**src/rtl/bstn_pkg.sv**
```systemverilog
package bstn_pkg;
  typedef enum logic [1:0] {
    ST_IDLE  = 2'd0,
    ST_TX    = 2'd1,
    ST_WAIT  = 2'd2,
    ST_SENSE = 2'd3
  } bstn_state_e;
endpackage

```
**src/rtl/bstn_fail_ctr.sv**
```systemverilog
module bstn_fail_ctr #(
  parameter int N_W = 8
) (
  input  logic           clk,
  input  logic           rst_n,
  input  logic           clr_i,
  input  logic           inc_i,
  output logic [N_W-1:0] n_o,
  output logic [N_W-1:0] n_plus_o
);
  localparam logic [N_W-1:0] N_MAX = '1;

  assign n_plus_o = (n_o == N_MAX) ? N_MAX : n_o + 1'b1;

  always_ff @(posedge clk) begin
    if (!rst_n)     n_o <= '0;
    else if (clr_i) n_o <= '0;
    else if (inc_i) n_o <= n_plus_o;
  end
endmodule

```
**src/rtl/bstn_slot_draw.sv**
```systemverilog
module bstn_slot_draw #(
  parameter int N_W    = 8,
  parameter int DRAW_W = 3
) (
  input  logic [N_W-1:0]    n_i,
  input  logic [DRAW_W-1:0] rand_i,
  output logic [DRAW_W-1:0] slots_o
);
  // bit i kept when i <= min(n, BC_MAX), i.e. when i <= n
  for (genvar i = 0; i < DRAW_W; i++) begin : g_mask
    assign slots_o[i] = rand_i[i] & (n_i >= N_W'(i));
  end
endmodule

```
**src/rtl/bstn_slot_timer.sv**
```systemverilog
module bstn_slot_timer #(
  parameter int SLOT_TICKS = 52,
  parameter int DRAW_W     = 3
) (
  input  logic              clk,
  input  logic              rst_n,
  input  logic              load_i,
  input  logic [DRAW_W-1:0] slots_i,
  output logic              expire_o
);
  localparam int SLOT_W = (SLOT_TICKS > 1) ? $clog2(SLOT_TICKS) : 1;
  localparam logic [SLOT_W-1:0] TICK_LAST = SLOT_W'(SLOT_TICKS - 1);

  logic [SLOT_W-1:0] tick_q;
  logic [DRAW_W-1:0] left_q;
  logic              run_q;

  assign expire_o = run_q && (tick_q == '0) && (left_q == DRAW_W'(1));

  always_ff @(posedge clk) begin
    if (!rst_n) begin
      run_q  <= 1'b0;
      tick_q <= '0;
      left_q <= '0;
    end else if (load_i) begin
      run_q  <= 1'b1;
      tick_q <= TICK_LAST;
      left_q <= slots_i;
    end else if (run_q) begin
      if (tick_q != '0) begin
        tick_q <= tick_q - 1'b1;
      end else if (left_q == DRAW_W'(1)) begin
        run_q <= 1'b0;
      end else begin
        left_q <= left_q - 1'b1;
        tick_q <= TICK_LAST;
      end
    end
  end
endmodule

```
**src/rtl/backoff_station.sv**
```systemverilog
module backoff_station
  import bstn_pkg::*;
#(
  parameter int TX_TICKS   = 808,
  parameter int SLOT_TICKS = 52,
  parameter int BC_MAX     = 2,
  parameter int N_W        = 8,
  localparam int DRAW_W    = BC_MAX + 1
) (
  input  logic              clk,
  input  logic              rst_n,
  input  logic              start_i,
  input  logic              cd_i,
  input  logic              busy_i,
  input  logic [DRAW_W-1:0] rand_i,
  output logic              send_o,
  output logic              end_o,
  output logic              done_o
);
  localparam int TX_W = (TX_TICKS > 1) ? $clog2(TX_TICKS) : 1;
  localparam logic [TX_W-1:0] TX_LAST = TX_W'(TX_TICKS - 1);

  bstn_state_e       st_q;
  logic [TX_W-1:0]   tx_cnt_q;
  logic [N_W-1:0]    n_cur, n_plus, n_draw;
  logic [DRAW_W-1:0] slots;
  logic              fail_inc, fail_clr, redraw, tmr_load, expire;

  assign fail_clr = (st_q == ST_IDLE) && start_i;
  assign fail_inc = (st_q == ST_TX) && cd_i;
  assign redraw   = (st_q == ST_SENSE) && busy_i;
  assign n_draw   = (st_q == ST_TX) ? n_plus : n_cur;
  assign tmr_load = (fail_inc || redraw) && (slots != '0);

  bstn_fail_ctr #(.N_W(N_W)) u_fail (
    .clk(clk), .rst_n(rst_n), .clr_i(fail_clr), .inc_i(fail_inc),
    .n_o(n_cur), .n_plus_o(n_plus)
  );

  bstn_slot_draw #(.N_W(N_W), .DRAW_W(DRAW_W)) u_draw (
    .n_i(n_draw), .rand_i(rand_i), .slots_o(slots)
  );

  bstn_slot_timer #(.SLOT_TICKS(SLOT_TICKS), .DRAW_W(DRAW_W)) u_tmr (
    .clk(clk), .rst_n(rst_n), .load_i(tmr_load), .slots_i(slots),
    .expire_o(expire)
  );

  always_ff @(posedge clk) begin
    if (!rst_n) begin
      st_q     <= ST_IDLE;
      tx_cnt_q <= '0;
      send_o   <= 1'b0;
      end_o    <= 1'b0;
      done_o   <= 1'b0;
    end else begin
      send_o <= 1'b0;
      end_o  <= 1'b0;
      unique case (st_q)
        ST_IDLE: begin
          if (start_i) begin
            st_q     <= ST_TX;
            tx_cnt_q <= TX_LAST;
            send_o   <= 1'b1;
            done_o   <= 1'b0;
          end
        end
        ST_TX: begin
          if (cd_i) begin
            st_q <= (slots == '0) ? ST_SENSE : ST_WAIT;
          end else if (tx_cnt_q == '0) begin
            st_q   <= ST_IDLE;
            end_o  <= 1'b1;
            done_o <= 1'b1;
          end else begin
            tx_cnt_q <= tx_cnt_q - 1'b1;
          end
        end
        ST_WAIT: begin
          if (expire) st_q <= ST_SENSE;
        end
        ST_SENSE: begin
          if (busy_i) begin
            st_q <= (slots == '0) ? ST_SENSE : ST_WAIT;
          end else begin
            st_q     <= ST_TX;
            tx_cnt_q <= TX_LAST;
            send_o   <= 1'b1;
          end
        end
        default: st_q <= ST_IDLE;
      endcase
    end
  end
endmodule

```
**config.mk**
```make
export PLATFORM = sky130hd
export DESIGN_NAME = backoff_station
export DESIGN_NICKNAME = d
export VERILOG_FILES = /design/src/rtl/bstn_pkg.sv /design/src/rtl/bstn_fail_ctr.sv /design/src/rtl/bstn_slot_draw.sv /design/src/rtl/bstn_slot_timer.sv /design/src/rtl/backoff_station.sv
export SDC_FILE = /design/constraint.sdc
export NUM_CORES = 1
export LEC_CHECK = 0
export CORE_ASPECT_RATIO = 0.9
export CORE_UTILIZATION = 45
export DETAILED_ROUTE_END_ITERATION = 8
export DONT_BUFFER_PORTS = 1
export PLACE_DENSITY = 0.58
export SKIP_LAST_GASP = 1
export SLEW_MARGIN = 10
export SYNTH_ARGS = -nofsm -noshare
export SYNTH_HDL_FRONTEND = slang
export SYNTH_SLANG_ARGS = --single-unit
```
**constraint.sdc**
```tcl
create_clock -name clk -period 2.3 [get_ports clk]
set_input_delay 0.115 -clock clk [delete_from_list [all_inputs] [get_ports clk]]
set_output_delay 0.115 -clock clk [all_outputs]
set_load 0.03 [all_outputs]
```
**Word-level counts from Yosys, hierarchy flattened**

Cells that the tools add are included.

- $mul: 0
- Add/sub/neg operators: 4
- Equality and inequality tests: 16
- Magnitude comparators: 3
- Shifts and indexed selects: 0
- Multiplexer cells: 34
- Divide/modulo/power cells: 0
- Bitwise logic cells: 5
- Reduce and logical (&&, ||, !) cells: 25

Operator list:

| kind | count |
|---|---|
| 2-to-1 mux 10 bit | 4 |
| case mux 10 bit (3 select lines) | 1 |
| 2-to-1 mux 6 bit | 4 |
| >= comparator 8 x 1 -> 1 bit (second input constant) | 2 |
| 2-to-1 mux 8 bit | 2 |
| != test 2 bit (second input constant) | 8 |
| 2-to-1 mux 3 bit | 4 |
| 2-to-1 mux 1 bit | 11 |
| zero test 10 bit | 1 |
| 2-to-1 mux 2 bit | 5 |
| subtractor 10 x 1 -> 10 bit (second input constant) | 1 |
| adder 8 x 1 -> 8 bit (second input constant) | 1 |
| == test 8 bit (second input constant) | 1 |
| >= comparator 8 x 2 -> 1 bit (second input constant) | 1 |
| case mux 2 bit (4 select lines) | 1 |
| logical AND 1 bit | 6 |
| zero test 6 bit | 1 |
| AND reduction 3 bit | 2 |
| nonzero test 3 bit | 2 |
| nonzero test 6 bit | 1 |
| subtractor 6 x 1 -> 6 bit (second input constant) | 1 |
| AND reduction 5 bit | 1 |
| == test 2 bit (second input constant) | 2 |
| case mux 1 bit (2 select lines) | 2 |
| other kinds (16) | 22 |

- Input port bits: 8
- Memory bits (read-only): 0
- Latch bits: 0
- Word-level logic and storage cells: 97
- Bits in registers: 33
- RAM bits: 0
- Memories kept: 0

**Logic depth before layout (Yosys ltp)**

- Word-level depth: 9
- Gate-level depth with buffers: 9
- Gate-level depth less buffers: 8

**Hierarchy**

Synthesis repeated with hierarchy kept, for this count alone.

- Cells, all modules: 261
- Area total of the unflattened synthesis: 2,296.0 µm²

By module, submodules not included:

| module | area each (µm²) | cells an instance | instances |
|---|---|---|---|
| backoff_station | 1,088.5 | 119 | 1 |
| bstn_slot_timer | 616.8 | 74 | 1 |
| bstn_fail_ctr | 544.3 | 61 | 1 |
| bstn_slot_draw | 46.3 | 7 | 1 |

**Worst setup path after synthesis**

Ideal clock, no wire load.

- Path kind: reg-to-reg
- Start point: reg st_q[1]
- End point: reg tx_cnt_q[9]
- Required time: 2.185 ns
- Path slack: 0.147 ns
- Library setup time: 0.115 ns
- Period minus slack after synthesis: 2.153 ns
- Arrival time: 2.038 ns
- Path buffers: 1
- Cell stages (with the launch flop): 10
- Cells stage by stage: dfxtp_1 inv_1 ha_1 a22o_1 or3_1 o21ba_1 buf_2 nand4_1 xnor2_1 o21a_1

- Longest elaborated chain between the ends: 3
- Elaborated cells between the ends (all ways): 10
- Classes of those cells: eq/ne (6); mux (1); reduce/logical (3)

RTL lines:

| item | RTL line | source |
|---|---|---|
| start: declaration | backoff_station.sv:23 | `bstn_state_e st_q;` |
| start signal: assignment | backoff_station.sv:70 | `st_q <= (slots == '0) ? ST_SENSE : ST_WAIT;` |
| start signal: assignment | backoff_station.sv:84 | `st_q <= (slots == '0) ? ST_SENSE : ST_WAIT;` |
| == test 2 x 1 -> 1 bit (tied with other cells) | backoff_station.sv:59 | `unique case (st_q)` |
| != test 2 bit (no source line) or nonzero test 3 bit (tied branches) | -- |  |
| AND reduction 5 bit (no source line) | -- |  |
| end signal: assignment | backoff_station.sv:76 | `tx_cnt_q <= tx_cnt_q - 1'b1;` |
| end: declaration | backoff_station.sv:24 | `logic [TX_W-1:0] tx_cnt_q;` |

Parallel ways exist; a longest one is shown, timed or not.
A chain may end at the register's enable or synchronous reset.

**Worst setup path in the final report**

- Start point: reg st_q[1]
- End point: reg st_q[0]

- Longest elaborated chain between the ends: 8
- Elaborated cells between the ends (all ways): 20
- Classes of those cells: order compare (3); eq/ne (6); mux (5); bitwise (3); reduce/logical (3)

RTL lines:

| item | RTL line | source |
|---|---|---|
| == test 2 x 1 -> 1 bit | backoff_station.sv:32, backoff_station.sv:59 |  |
| 2-to-1 mux 8 bit | backoff_station.sv:32 | `assign n_draw = (st_q == ST_TX) ? n_plus : n_cur;` |
| >= comparator 8 x 1 -> 1 bit or >= comparator 8 x 2 -> 1 bit (tied branches) | bstn_slot_draw.sv:11 | `assign slots_o[i] = rand_i[i] & (n_i >= N_W'(i));` |
| AND 1 bit | bstn_slot_draw.sv:11 |  |
| zero test 3 bit | backoff_station.sv:70, backoff_station.sv:84 |  |
| 2-to-1 mux 1 bit | backoff_station.sv:70, backoff_station.sv:84 |  |
| 2-to-1 mux 2 bit (on tied branches) | backoff_station.sv:83, backoff_station.sv:69 |  |
| case mux 2 bit (4 select lines) | backoff_station.sv:59 |  |

Parallel ways exist; a longest one is shown, timed or not.

==> summary.txt <==
Setup path
  – CP startpoint kind: flop
  – Slack of the worst reg-to-reg path: 0.14 ns
  – Crit-path max FO: 7
  – CP arrival: 2.38 ns
  – CP Capture Type: flop
  – CP Data Required Time: 2.52 ns
  – Critical path class: flop to flop

Detailed routing
  – Drt wl/cell: 14.0 um
  – Remaining DRCs: 0
  – ANT nets after route: 0
  – First-pass DRT Iterations: 8
  – DR vias: 1695
  – DR iter-0 viols: 83
  – WL final: 4250 um
  – Vias per inst: 5.58

Global route
  – First-pass GRT wire length: 7540 um
  – Pin count of the biggest net entering global routing: 13
  – Vias in the first global route: 1623
  – Grt peak-use layer: met1
  – Total gr overflow: 0
  – Total track usage: 0.210
  – Grt met3 use: 0.0489
  – Met1 Usage GRT: 0.305
  – Initial antenna violation count: 0
  – GR Util met2: 0.298

STA
  – Final setup skew: 0.00709 ns
  – Final Cycle Share: 0.941
  – Final hold vios: 0
  – Final Slew Violations: 0
  – Worst Tran Pin Value: ~0.52 ns
  – RSZ-0062 raised after global routing: no
  – Setup-failing EPs final: 0
  – Hold slack: ~0.0095 ns
  – Normalized max-slew margin: 0.649
  – Post-route minimum period: 2.16 ns
  – Sum Neg Setup Slack: 0 ns
  – F_max: 0.462 GHz

Place
  – Hpwl dp: 3100 um
  – GPL Wtd Cong: 0.840
  – Area after DPL: 2060 um2
  – Port Buffers: 0
  – Placed insts: 289

Final layout
  – Cell area after layout: 2270 um2
  – Finished Layout Cells: 304
  – Diode count: 0
  – Area growth, synth to finish: 17.7%
  – Final Util: 0.555
  – Nets: 272
  – Share of layout cells above drive strength 1: 0.160

Min path
  – Hold Crit Class: input port to flop

Floorplanning
  – Die Ht: 64.2 um
  – Die W: 71.1 um
  – FP Rows: 22
  – Die area: ~4600 um2
  – Initial Utilization: 0.471
  – Core area: 4100 um2
  – Ports: 11

Pwr
  – Pwr dens: around 960 nW/um2
  – Pleak: 0.872 nW
  – Worst vdd ir: 0.647 mV

Synthesis
  – Syn_nets: 250
  – Largest cells by area after synthesis: dfxtp_1, nor2_1, ha_1, xnor2_1, xor2_1
  – #FFs+latches synth: 33
  – Dominant cell type by area after synthesis: dfxtp_1
  – Main flop type after synthesis: dfxtp_1
  – Syn Inst Count: 233
  – Ys Warns: 0
  – Async set-reset flop share out of synthesis: 0
  – Library cells used by synthesis: 53
  – Synthesized area per cell: 8.29 um2
  – Post-synth top area share: 0.342
  – Post-synth EDFFs: 0
  – Post-Syn Area: 1930 um2
  – Sequential share of the synthesized area: 0.342

Clocking
  – Num Clock Sinks: 33
  – Worst-path clk slew: approximately 0.070 ns
  – H-tree depth: 2
  – CTS tree: yes
  – Num CTS Buffers: 5
  – Root buffer cell: clkbuf_8
  – Worst-Skew Late Latency: 0.29 ns
  – Longest Clk Path Bufs: 2

Status
  – Status: finished clean

Job
  – Max-cap violations: 0
[state kept, by name, summed over array words and instances (netlist names)]
signal and count:
end_o 1, done_o 1, tx_cnt_q 10, u_tmr.left_q 3, u_tmr.run_q 1, st_q 2, u_tmr.tick_q 6, send_o 1
u_fail.n_o 8
[cells by family (layout without fill, tap and decap cells)]
family                   count (synthesis)  after routing  share of synthesized area
multiplexers                             2              2                     0.0104
adder cells (fa/ha/maj)                  9              9                     0.0583
buffers and inverters                   20             43                     0.0466
AO/OA/AOI/OAI                           53             53                      0.196
AND/OR/NAND/NOR                        100            100                      0.275
XOR/XNOR                                16             16                     0.0725
flip-flops                              33             33                      0.342
[layout make-up]
class	count	area, um2
clock buffers	5	68.8
repair buffers	21	173
flip-flops and latches	33	662
multi-input cells	180	1190
fillers	390	1830
clock inverters	3	65.1
inverters	14	52.6
well taps	48	60.1
[cell usage after synthesis, types with 3 or more instances]
library cell,n
xnor2_1,8
o21ai_0,7
inv_1,13
a21oi_1,11
a31oi_1,4
nand4_1,4
nand2b_1,4
a311oi_1,3
dfxtp_1,33
nand2_1,15
o211ai_1,3
buf_2,3
nor3_1,11
nor2_1,31
nand4b_1,3
xor2_1,8
a211oi_1,5
nor2b_1,4
or3_1,3
nand3_1,10
o21a_1,8
ha_1,9
[metal layers]
layer,vias up,share of wire
met2,36,0.39
met5,-,0
met4,0,0.015
li1,881,-
met1,769,0.54
met3,9,0.048
[timing repair]
item,in CTS,in global routing
setup endpoints to repair,0,17
hold buffers,6,0
buffers inserted,0,1
gates resized for setup,0,6
hold endpoints to repair,11,0
[critical path, cell delays in order (launching register included)]
cell      delay [ns]
dfxtp_2         0.36
inv_1           0.06
ha_1            0.21
buf_4           0.17
or4_1           0.54
nor2_2          0.13
o211ai_1        0.11
or3_1           0.36
a31oi_1         0.16
[final timing paths]
kind | start | endpoint | cells past startpoint
setup / recovery | st_q[1]$_SDFFE_PN0P_ | st_q[0]$_SDFFE_PN0P_ | 8
hold / removal | rst_n | u_tmr.left_q[1]$_SDFFE_PN0P_ | 2
setup reg to reg | st_q[1]$_SDFFE_PN0P_ | st_q[0]$_SDFFE_PN0P_ | 8
hold reg to reg | tx_cnt_q[1]$_SDFFE_PN0P_ | tx_cnt_q[1]$_SDFFE_PN0P_ | 2
[power breakdown]
part / internal [mW] / switching [mW]
Combinational: 0.364 / 0.405
Clock: 0.431 / 0.221
Sequential: 0.677 / 0.0922
Total: 1.47 / 0.719
[placed cells by master (no fill, tap or decap), types with 2 or more instances in the layout]
cell / instances
dfxtp_1: 32
nor2_1: 30
buf_4: 15
nand2_1: 14
inv_1: 13
nor3_1: 11
a21oi_1: 11
nand3_1: 10
ha_1: 9
o21a_1: 8
xnor2_1: 8
xor2_1: 8
o21ai_0: 7
dlygate4sd3_1: 6
a211oi_1: 5
clkbuf_8: 5
nor2b_1: 4
nand2b_1: 4
a31oi_1: 4
nand4_1: 4
nand4b_1: 3
or3_1: 3
a311oi_1: 3
o211ai_1: 3
mux2i_1: 2
bufinv_16: 2
[through the flow]
| step | setup slack, ns | power, mW |
|---|---|---|
| after global placement | 0.102 | 1.52 |
| after detailed placement | 0.0925 | 1.52 |
| after CTS | 0.0700 | 2.20 |
| after floorplan | 0.147 | 1.33 |
| after global routing | 0.0207 | 2.35 |
| final | 0.136 | 2.19 |
(Power assumes the default switching activity.)
